### src/rtl/dec_cmp_pkg.sv
package dec_cmp_pkg;
  parameter int unsigned DW    = 8;
  parameter int unsigned AW    = 16;
  parameter int unsigned CNT_W = 4;

  typedef enum logic [2:0] {
    M_ZP   = 3'd0,
    M_ZPX  = 3'd1,
    M_ABS  = 3'd2,
    M_ABSX = 3'd3,
    M_ABSY = 3'd4,
    M_INDX = 3'd5,
    M_INDY = 3'd6,
    M_IMM  = 3'd7
  } mode_e;

  typedef enum logic [3:0] {
    S_IDLE, S_OPND1, S_OPND2, S_IDX, S_PLO, S_PHI, S_FIX, S_READ, S_WB, S_WDEC
  } st_e;

  function automatic logic [CNT_W-1:0] mode_cycles(input mode_e m);
    case (m)
      M_ZP:           mode_cycles = CNT_W'(5);
      M_ZPX, M_ABS:   mode_cycles = CNT_W'(6);
      M_ABSX, M_ABSY: mode_cycles = CNT_W'(7);
      M_INDX, M_INDY: mode_cycles = CNT_W'(8);
      default:        mode_cycles = '0;
    endcase
  endfunction
endpackage

### src/rtl/dec_cmp_alu.sv
module dec_cmp_alu
  import dec_cmp_pkg::*;
(
  input  logic [DW-1:0] acc_i,
  input  logic [DW-1:0] opnd_i,
  output logic [DW-1:0] dec_o,
  output logic          n_o,
  output logic          z_o,
  output logic          c_o
);
  logic [DW:0] diff;

  always_comb begin
    dec_o = opnd_i - DW'(1);
    diff  = {1'b0, acc_i} - {1'b0, dec_o};
    c_o   = ~diff[DW];          // no borrow: acc >= dec
    z_o   = (diff[DW-1:0] == '0);
    n_o   = diff[DW-1];
  end
endmodule

### src/rtl/dec_cmp_ctrl.sv
module dec_cmp_ctrl
  import dec_cmp_pkg::*;
(
  input  logic             clk_i,
  input  logic             rst_ni,
  input  logic             start_i,
  input  logic [2:0]       mode_i,
  input  logic [DW-1:0]    op_lo_i,
  input  logic [DW-1:0]    op_hi_i,
  input  logic [DW-1:0]    x_i,
  input  logic [DW-1:0]    y_i,
  input  logic [DW-1:0]    rdata_i,
  input  logic [DW-1:0]    dec_i,
  output logic [AW-1:0]    addr_o,
  output logic [DW-1:0]    wdata_o,
  output logic             we_o,
  output logic             busy_o,
  output logic             done_o,
  output logic             go_o,
  output logic [DW-1:0]    opnd_o,
  output logic [CNT_W-1:0] cnt_o
);
  localparam int unsigned PW = AW - DW;

  st_e                st_q, st_d;
  mode_e              mode_q;
  logic [DW-1:0]      lo_q, hi_q, x_q, y_q, ptr_q, opnd_q;
  logic [AW-1:0]      ea_q;
  logic [CNT_W-1:0]   cnt_q;
  logic [DW-1:0]      idx, zp_sum, ptr_inc, fix_lo;
  logic               go;

  assign go      = start_i && (st_q == S_IDLE) && (mode_e'(mode_i) != M_IMM);
  assign idx     = (mode_q == M_ABSY || mode_q == M_INDY) ? y_q : x_q;
  assign zp_sum  = lo_q + x_q;
  assign ptr_inc = ptr_q + DW'(1);
  assign fix_lo  = ea_q[DW-1:0] + idx;

  always_comb begin
    st_d    = st_q;
    addr_o  = ea_q;
    we_o    = 1'b0;
    wdata_o = opnd_q;
    done_o  = 1'b0;
    case (st_q)
      S_IDLE: begin
        addr_o = '0;
        if (go) st_d = S_OPND1;
      end
      S_OPND1: begin
        addr_o = '0;
        case (mode_q)
          M_ZP:                  st_d = S_READ;
          M_ZPX, M_INDX:         st_d = S_IDX;
          M_ABS, M_ABSX, M_ABSY: st_d = S_OPND2;
          M_INDY:                st_d = S_PLO;
          default:               st_d = S_IDLE;
        endcase
      end
      S_OPND2: begin
        addr_o = '0;
        st_d   = (mode_q == M_ABS) ? S_READ : S_FIX;
      end
      S_IDX: begin
        addr_o = {PW'(0), lo_q};       // dummy read while indexing
        st_d   = (mode_q == M_INDX) ? S_PLO : S_READ;
      end
      S_PLO: begin
        addr_o = {PW'(0), ptr_q};
        st_d   = S_PHI;
      end
      S_PHI: begin
        addr_o = {PW'(0), ptr_inc};
        st_d   = (mode_q == M_INDX) ? S_READ : S_FIX;
      end
      S_FIX: begin
        addr_o = {ea_q[AW-1:DW], fix_lo};  // read before high-byte carry
        st_d   = S_READ;
      end
      S_READ: st_d = S_WB;
      S_WB: begin
        we_o = 1'b1;
        st_d = S_WDEC;
      end
      S_WDEC: begin
        we_o    = 1'b1;
        wdata_o = dec_i;
        done_o  = 1'b1;
        st_d    = S_IDLE;
      end
      default: st_d = S_IDLE;
    endcase
  end

  always_ff @(posedge clk_i or negedge rst_ni) begin
    if (!rst_ni) begin
      st_q   <= S_IDLE;
      mode_q <= M_ZP;
      lo_q   <= '0;
      hi_q   <= '0;
      x_q    <= '0;
      y_q    <= '0;
      ptr_q  <= '0;
      ea_q   <= '0;
      opnd_q <= '0;
      cnt_q  <= '0;
    end else begin
      st_q <= st_d;
      if (go) begin
        mode_q <= mode_e'(mode_i);
        lo_q   <= op_lo_i;
        hi_q   <= op_hi_i;
        x_q    <= x_i;
        y_q    <= y_i;
        cnt_q  <= CNT_W'(2);
      end else if (st_q != S_IDLE && st_q != S_WDEC) begin
        cnt_q <= cnt_q + CNT_W'(1);
      end
      case (st_q)
        S_OPND1: begin
          ea_q  <= {PW'(0), lo_q};
          ptr_q <= lo_q;
        end
        S_OPND2: ea_q <= {hi_q, lo_q};
        S_IDX: begin
          ea_q  <= {PW'(0), zp_sum};
          ptr_q <= zp_sum;
        end
        S_PLO:  ea_q[DW-1:0]  <= rdata_i;
        S_PHI:  ea_q[AW-1:DW] <= rdata_i;
        S_FIX:  ea_q <= ea_q + {PW'(0), idx};
        S_READ: opnd_q <= rdata_i;
        default: ;
      endcase
    end
  end

  assign busy_o = (st_q != S_IDLE);
  assign go_o   = go;
  assign opnd_o = opnd_q;
  assign cnt_o  = cnt_q;

  // cycle count at completion matches the latched mode
  p_cycles_r5: assert property (@(posedge clk_i) disable iff (!rst_ni)
    done_o |-> cnt_q == mode_cycles(mode_q));
  // pointer and zero-page index accesses stay in page zero
  p_zp_wrap_r7: assert property (@(posedge clk_i) disable iff (!rst_ni)
    (st_q == S_IDX || st_q == S_PLO || st_q == S_PHI) |-> addr_o[AW-1:DW] == '0);
  // no restart while an instruction runs
  p_no_restart_r10: assert property (@(posedge clk_i) disable iff (!rst_ni)
    (busy_o && !done_o) |=> busy_o);
endmodule

### src/rtl/dec_cmp_seq.sv
module dec_cmp_seq
  import dec_cmp_pkg::*;
(
  input  logic             clk_i,
  input  logic             rst_ni,
  input  logic             start_i,
  input  logic [2:0]       mode_i,
  input  logic [DW-1:0]    op_lo_i,
  input  logic [DW-1:0]    op_hi_i,
  input  logic [DW-1:0]    a_i,
  input  logic [DW-1:0]    x_i,
  input  logic [DW-1:0]    y_i,
  output logic [AW-1:0]    mem_addr_o,
  input  logic [DW-1:0]    mem_rdata_i,
  output logic [DW-1:0]    mem_wdata_o,
  output logic             mem_we_o,
  output logic             busy_o,
  output logic             done_o,
  output logic [CNT_W-1:0] cycle_count_o,
  output logic             flag_n_o,
  output logic             flag_z_o,
  output logic             flag_c_o
);
  logic [DW-1:0] acc_q, opnd, dec;
  logic          go, n_d, z_d, c_d;
  logic          n_q, z_q, c_q;

  dec_cmp_ctrl u_ctrl (
    .clk_i   (clk_i),
    .rst_ni  (rst_ni),
    .start_i (start_i),
    .mode_i  (mode_i),
    .op_lo_i (op_lo_i),
    .op_hi_i (op_hi_i),
    .x_i     (x_i),
    .y_i     (y_i),
    .rdata_i (mem_rdata_i),
    .dec_i   (dec),
    .addr_o  (mem_addr_o),
    .wdata_o (mem_wdata_o),
    .we_o    (mem_we_o),
    .busy_o  (busy_o),
    .done_o  (done_o),
    .go_o    (go),
    .opnd_o  (opnd),
    .cnt_o   (cycle_count_o)
  );

  dec_cmp_alu u_alu (
    .acc_i  (acc_q),
    .opnd_i (opnd),
    .dec_o  (dec),
    .n_o    (n_d),
    .z_o    (z_d),
    .c_o    (c_d)
  );

  always_ff @(posedge clk_i or negedge rst_ni) begin
    if (!rst_ni) begin
      acc_q <= '0;
      n_q   <= 1'b0;
      z_q   <= 1'b0;
      c_q   <= 1'b0;
    end else begin
      if (go) acc_q <= a_i;
      if (done_o) begin
        n_q <= n_d;
        z_q <= z_d;
        c_q <= c_d;
      end
    end
  end

  assign flag_n_o = n_q;
  assign flag_z_o = z_q;
  assign flag_c_o = c_q;

  // write-back pair at one address, second byte one less
  p_write_pair_r1: assert property (@(posedge clk_i) disable iff (!rst_ni)
    (mem_we_o && !done_o) |=> mem_we_o && done_o && $stable(mem_addr_o)
      && mem_wdata_o == $past(mem_wdata_o) - DW'(1));
  // done lasts one clock
  p_done_pulse_r8: assert property (@(posedge clk_i) disable iff (!rst_ni)
    done_o |=> !done_o && !busy_o);
  // Z tracks equality of A and the written decremented byte
  p_zero_eq_r3: assert property (@(posedge clk_i) disable iff (!rst_ni)
    done_o |=> flag_z_o == (acc_q == $past(mem_wdata_o)));
  // unsupported mode never leaves idle
  p_imm_ignored_r9: assert property (@(posedge clk_i) disable iff (!rst_ni)
    (!busy_o && start_i && mode_i == 3'd7) |=> !busy_o);
endmodule

### config.mk
export PLATFORM = sky130hd
export DESIGN_NAME = dec_cmp_seq
export DESIGN_NICKNAME = d
export VERILOG_FILES = /design/src/rtl/dec_cmp_pkg.sv /design/src/rtl/dec_cmp_alu.sv /design/src/rtl/dec_cmp_ctrl.sv /design/src/rtl/dec_cmp_seq.sv
export SDC_FILE = /design/constraint.sdc
export NUM_CORES = 1
export LEC_CHECK = 0
export BUFFER_PORTS_ARGS = -buffer_cell sky130_fd_sc_hd__buf_2
export CAP_MARGIN = 10
export CORE_UTILIZATION = 35
export CTS_CLUSTER_DIAMETER = 40
export CTS_CLUSTER_SIZE = 24
export DETAILED_ROUTE_END_ITERATION = 12
export SYNTH_ARGS = -nofsm -noshare
export SYNTH_HDL_FRONTEND = slang
export SYNTH_SLANG_ARGS = --single-unit
export TNS_END_PERCENT = 5
### constraint.sdc
create_clock -name clk_i -period 6.6 [get_ports clk_i]
set_clock_uncertainty 0.05 [all_clocks]
set_input_delay 0.66 -clock clk_i [delete_from_list [all_inputs] [get_ports clk_i]]
set_output_delay 0.66 -clock clk_i [all_outputs]
set_load 0.01 [all_outputs]
== After elaboration in Yosys (flattened, before gate mapping) ==
Cells that the tools add are included.
Storage, ports and cells
  input port bits: 54
  register bits: 86
  word-level logic and storage cells: 75
Operators by class
  bitwise gates (word level): 1
  mux-type cells: 16
  $add $sub $neg: 7
  reduce and logical (&&, ||, !) cells: 18
  equality and inequality tests: 18
Operators by type and width (number)
  $pmux W16 S5: 1
  $pmux W8 S4: 2
  $pmux W4 S9: 1
  $add A16 B8 Y16: 1
  $add A8 B8 Y8: 2
  $eq A4 B3 Y1 const B: 4
  $mux W8: 2
  $pmux W8 S2: 1
  $mux W4: 3
  $pmux W3 S4: 1
  $reduce_bool A4 Y1: 3
  $eq A3 B3 Y1 const B: 3
  $sub A8 B8 Y9: 1
  $add A8 B1 Y8 const B: 1
  $eq A4 B2 Y1 const B: 2
  $eq A4 B4 Y1 const B: 2
  $logic_not A8 Y1: 1
  $reduce_or A2 Y1: 4
  $sub A8 B1 Y8 const B: 1
  $eq A3 B2 Y1 const B: 2
  $reduce_or A3 Y1: 2
  $add A4 B1 Y4 const B: 1
  $eq A4 B1 Y1 const B: 1
  $logic_not A4 Y1: 1
  other kinds (11): 17

== Longest topological paths before layout ==
  depth after elaboration: 5
  mapped depth: 11
  depth with buffers taken out: 11

== Modules after synthesis ==
A second synthesis with hierarchy kept.
Unflattened totals
  cells, all modules: 604
  area total of the unflattened synthesis: 5959.5 µm²
Modules (own cells, without submodules)
  dec_cmp_ctrl: instances 1, seq. area each 1876.8 µm², cells each 497, area each 4823.4 µm²
  dec_cmp_alu: instances 1, seq. area each 0.0 µm², cells each 84, area each 695.7 µm²
  dec_cmp_seq: instances 1, seq. area each 275.3 µm², cells each 23, area each 440.4 µm²

== Least setup slack after synthesis ==
No wires, ideal clock.
  path type: reg-to-output
  start point: register u_ctrl.mode_q[2]
  end point: output port mem_addr_o[7]
  path slack: 3.279 ns
  path buffers: 0
  arrival: 2.611 ns
  cell stages (with the launch flop): 10
  cells stage by stage: dfrtp_1 > inv_1 > nor2_1 > mux2_2 > ha_1 > a211oi_1 > nor3_1 > o31a_1 > or3_1 > nand3_1
On the way
  word-level cells in the longest chain between the ends: 5
Ends and longest elaborated chain
  start, declared: RTL line dec_cmp_ctrl.sv:26  | mode_e mode_q;
  start signal, assigned: RTL line dec_cmp_ctrl.sv:110  | mode_q <= mode_e'(mode_i);
  $eq A3 B3 Y1: RTL line dec_cmp_ctrl.sv:34  | assign idx = (mode_q == M_ABSY || mode_q == M_INDY) ? y_q : x_q;
  $logic_or A1 B1 Y1 *: RTL line dec_cmp_ctrl.sv:34
  $mux W8 *: RTL line dec_cmp_ctrl.sv:34
  $add A8 B8 Y8 *: RTL line dec_cmp_ctrl.sv:37  | assign fix_lo = ea_q[DW-1:0] + idx;
  $pmux W16 S5 *: RTL line dec_cmp_ctrl.sv:45  | case (st_q)
  end, declared: RTL line dec_cmp_seq.sv:13  | output logic [AW-1:0] mem_addr_o,
Every way passes the cells marked *; elsewhere a longest branch is shown, timed or not.

== Worst setup path after layout ==
Ends and elaborated chain as after synthesis.

==> impl_metrics.sql <==
INSERT INTO impl_metrics (metric_group, metric, value, unit) VALUES
('power', 'pwr-share-comb', '0.574', ''),
('synthesis', 'netlist_area', '5578', 'µm²'),
('sta', 'timing_worst_slew_pin_value', '1.047', 'ns'),
('layout', 'diodes', '0', ''),
('synthesis', 'synth-simple-area-share', '0.1525', ''),
('synthesis', 'synth-edff-count', '0', ''),
('routing', 'maxUsedRoutingLayer', 'met4', ''),
('clock_network', 'cts.clk_slew.worst_paths', '0.06', 'ns'),
('clock_network', 'postCtsHoldBufs', '0', ''),
('synthesis', 'yosys-mux-area-fraction', '0.1335', ''),
('routing', 'drtIter0Drc', '296', ''),
('synthesis', 'main_combinational_cell_family_by_area_after_synthesis', 'compound AO/OA/AOI/OAI gates', ''),
('sta', 'maxSlewViolCount', '0', ''),
('synthesis', 'synth.ff_latch_count', '86', ''),
('placed_design', 'postPlaceCellArea', '6186', 'µm²'),
('routing', 'drt-vias-per-instance', '5.512', ''),
('sta', 'grt_setup_unrepaired', 'false', ''),
('sta', 'period_needed', '4.407', 'ns'),
('routing', 'm1WireLength', '7026', 'µm'),
('synthesis', 'post_synthesis_share_of_cell_area_spent_on_full_adders_half_adders_and_majority_gates', '0.07358', ''),
('routing', 'routed-wl-met2', '7418', 'µm'),
('floorplan', 'io_pins', '88', ''),
('worst_setup_path', 'worst_ep_arrival_time', '3.70', 'ns'),
('global_route', 'grt_first_pass_wirelength', '25220', 'µm'),
('global_route', 'grt_start_max_net_pins', '49', ''),
('clock_network', 'clock_tree_from_tritoncts', 'done', ''),
('sta', 'max_freq', '226.9', 'MHz'),
('power', 'internal-power', '2.148', 'mW'),
('status', 'status', 'finished, final reports clean', ''),
('clock_network', 'cell_chosen_for_the_clock_root', 'clkbuf_16', ''),
('global_route', 'grt_remaining_overflow', '0', ''),
('synthesis', 'yosysWarnings', '0', ''),
('layout', 'layout.cells.most_common_list', 'dfrtp_1 (86), buf_2 (86), nand2_1 (48)', ''),
('power', 'power_dens_cells', '607.4', 'nW/µm²'),
('synthesis', 'synth.yosys.seq_area_share', '0.3858', ''),
('layout', 'final_net_count', '729', ''),
('worst_hold_path', 'hold_class', 'in2async', ''),
('power', 'vdd_ir_drop_max', '260.2', 'µV'),
('global_route', 'antenna_found_initial', '0', ''),
('routing', 'number_of_vias_after_detailed_routing', '4740', ''),
('worst_setup_path', 'start_kind', 'flop', ''),
('layout', 'post_route_cells_drive_above_1_share', '0.2096', ''),
('clock_network', 'clk-insertion-delay-late', '0.35', 'ns'),
('layout', 'syn_to_final_growth', '16.89', '%'),
('synthesis', 'most_common_flop_cell_mapped_by_yosys', 'dfrtp_1', ''),
('synthesis', 'yosysUniqueCellTypes', '64', ''),
('placed_design', 'placed_cells', '844', ''),
('routing', 'number_of_remaining_drc_errors', '0', ''),
('floorplan', 'dieArea', '16450', 'µm²'),
('worst_setup_path', 'setup.worst_path.end_class', 'output pin', ''),
('layout', 'fin_area', '6520', 'µm²'),
('power', 'power_leakage', '2.942', 'nW'),
('placed_design', 'buffer_ports.inserted', '87', ''),
('placed_design', 'finalWeightedCongestion', '0.9038', ''),
('routing', 'detail_route.wl_per_cell', '18.33', 'µm'),
('routing', 'drt.antenna.violating_nets', '0', ''),
('worst_setup_path', 'required', '5.89', 'ns'),
('run', 'max_cap_violations', '0', ''),
('power', 'share_of_power_burned_in_registers', '0.283', ''),
('synthesis', 'synthXorXnorAreaFrac', '0.06281', ''),
('synthesis', 'synthesis.area_per_instance', '9.872', 'µm²'),
('sta', 'report.final.setup_viol', '0', ''),
('clock_network', 'cts_repair_resize_count', '0', ''),
('worst_setup_path', 'path_depth_of_the_worst_reg2reg_path', '11', ''),
('clock_network', 'clock-sinks', '86', ''),
('power', 'total_switching_power', '1.812', 'mW'),
('placed_design', 'dp_wirelength', '11720', 'µm'),
('floorplan', 'floorplan.initialDensity', '0.3629', ''),
('clock_network', 'inserted_clock_buffers', '9', ''),
('floorplan', 'core-area', '15370', 'µm²'),
('power', 'sw_frac_of_total', '0.4575', '');
-- cell type report --
cell class | count | area, µm²
inverters | 13 | 48.80
multi-input cells | 444 | 3261
flip-flops and latches | 86 | 2152
well taps | 211 | 264.0
clock inverters | 5 | 81.33
fillers | 1497 | 8851
clock buffers | 11 | 252.7
repair buffers | 90 | 460.4
-- worst paths after layout --
check,startpoint,to,slack (ns)
max,u_ctrl.mode_q[2],mem_addr_o[7],2.19
max reg2reg,u_ctrl.mode_q[2],u_ctrl.ea_q[14],2.96
min,rst_ni,u_ctrl.lo_q[5],0.25
max in group asynchronous,rst_ni,u_ctrl.ptr_q[3],5.24
min in group clk_i,flag_n_o,flag_n_o,0.43
min reg2reg,flag_n_o,flag_n_o,0.43
-- power groups by stage --
stage                     clock network, mW  logic, mW  registers, mW
after floorplan                           0       1.73          0.987
after global placement                    0       2.19           1.12
after detailed placement                  0       2.24           1.13
after CTS                             0.578       2.26           1.12
after global routing                  0.599       2.51           1.16
final                                 0.565       2.27           1.12
-- metrics by stage --
stage                     hold slack [ns]  setup WS [ns]
after floorplan                    0.3144          3.279
after global placement             0.4117          2.811
after detailed placement           0.4247          2.663
after CTS                          0.2620          2.215
after global routing               0.3028          1.999
final                              0.2456          2.193
-- worst max-delay path: stages (launching register included) --
cell and delay [ns]:
dfrtp_1 0.42, inv_1 0.07, nor2_1 0.69, mux2_2 0.44
ha_1 0.29, a211oi_1 0.38, nor3_1 0.13, o31a_1 0.34
or3_1 0.34, nand3_1 0.10, buf_2 0.14
-- cell usage after synthesis (4+ instances only) --
master	instances	area, µm²
o31ai_1	6	45.04
ha_1	28	350.3
mux2i_1	8	80.08
o211ai_1	5	37.54
a22oi_1	9	67.56
buf_6	4	45.04
a222oi_1	8	80.08
nand2_1	48	180.2
inv_1	11	41.29
a31oi_1	5	31.28
xor2_1	17	148.9
dfrtp_1	86	2152
a21o_1	7	52.55
clkbuf_1	10	37.54
mux2_1	39	439.2
nor3_1	10	50.05
buf_2	7	35.03
xnor2_1	23	201.4
nand3_1	19	95.09
mux2_2	20	225.2
nand2b_1	9	56.30
o21ai_0	26	130.1
nor2_1	44	165.2
o21a_1	4	30.03
a21oi_1	31	155.2
nor2b_1	13	81.33
-- state kept, by name, indices dropped and copies added (netlist names), 3 cells and up --
name,count
u_ctrl.hi_q,8
u_ctrl.x_q,8
u_ctrl.mode_q,3
u_ctrl.ptr_q,8
u_ctrl.y_q,8
u_ctrl.opnd_o,8
u_ctrl.ea_q,16
acc_q,8
u_ctrl.lo_q,8
u_ctrl.st_q,4
u_ctrl.cnt_o,4
-- cell families (layout without fill, tap and decap cells) --
group,count (synthesis),after routing
mux,67,67
fa+ha+maj,31,31
buf+inv,35,119
flops,86,86
simple gates,172,172
compound gates,134,134
xor+xnor,40,40
-- per-layer routing --
metal | GRT usage | vias to the layer above
met5 | 0 | -
met4 | 0.07889 | 0
met3 | 0.04633 | 26
met2 | 0.3310 | 149
met1 | 0.2586 | 2342
li1 | - | 2223
Note: power is estimated with default switching activity, not from simulation.
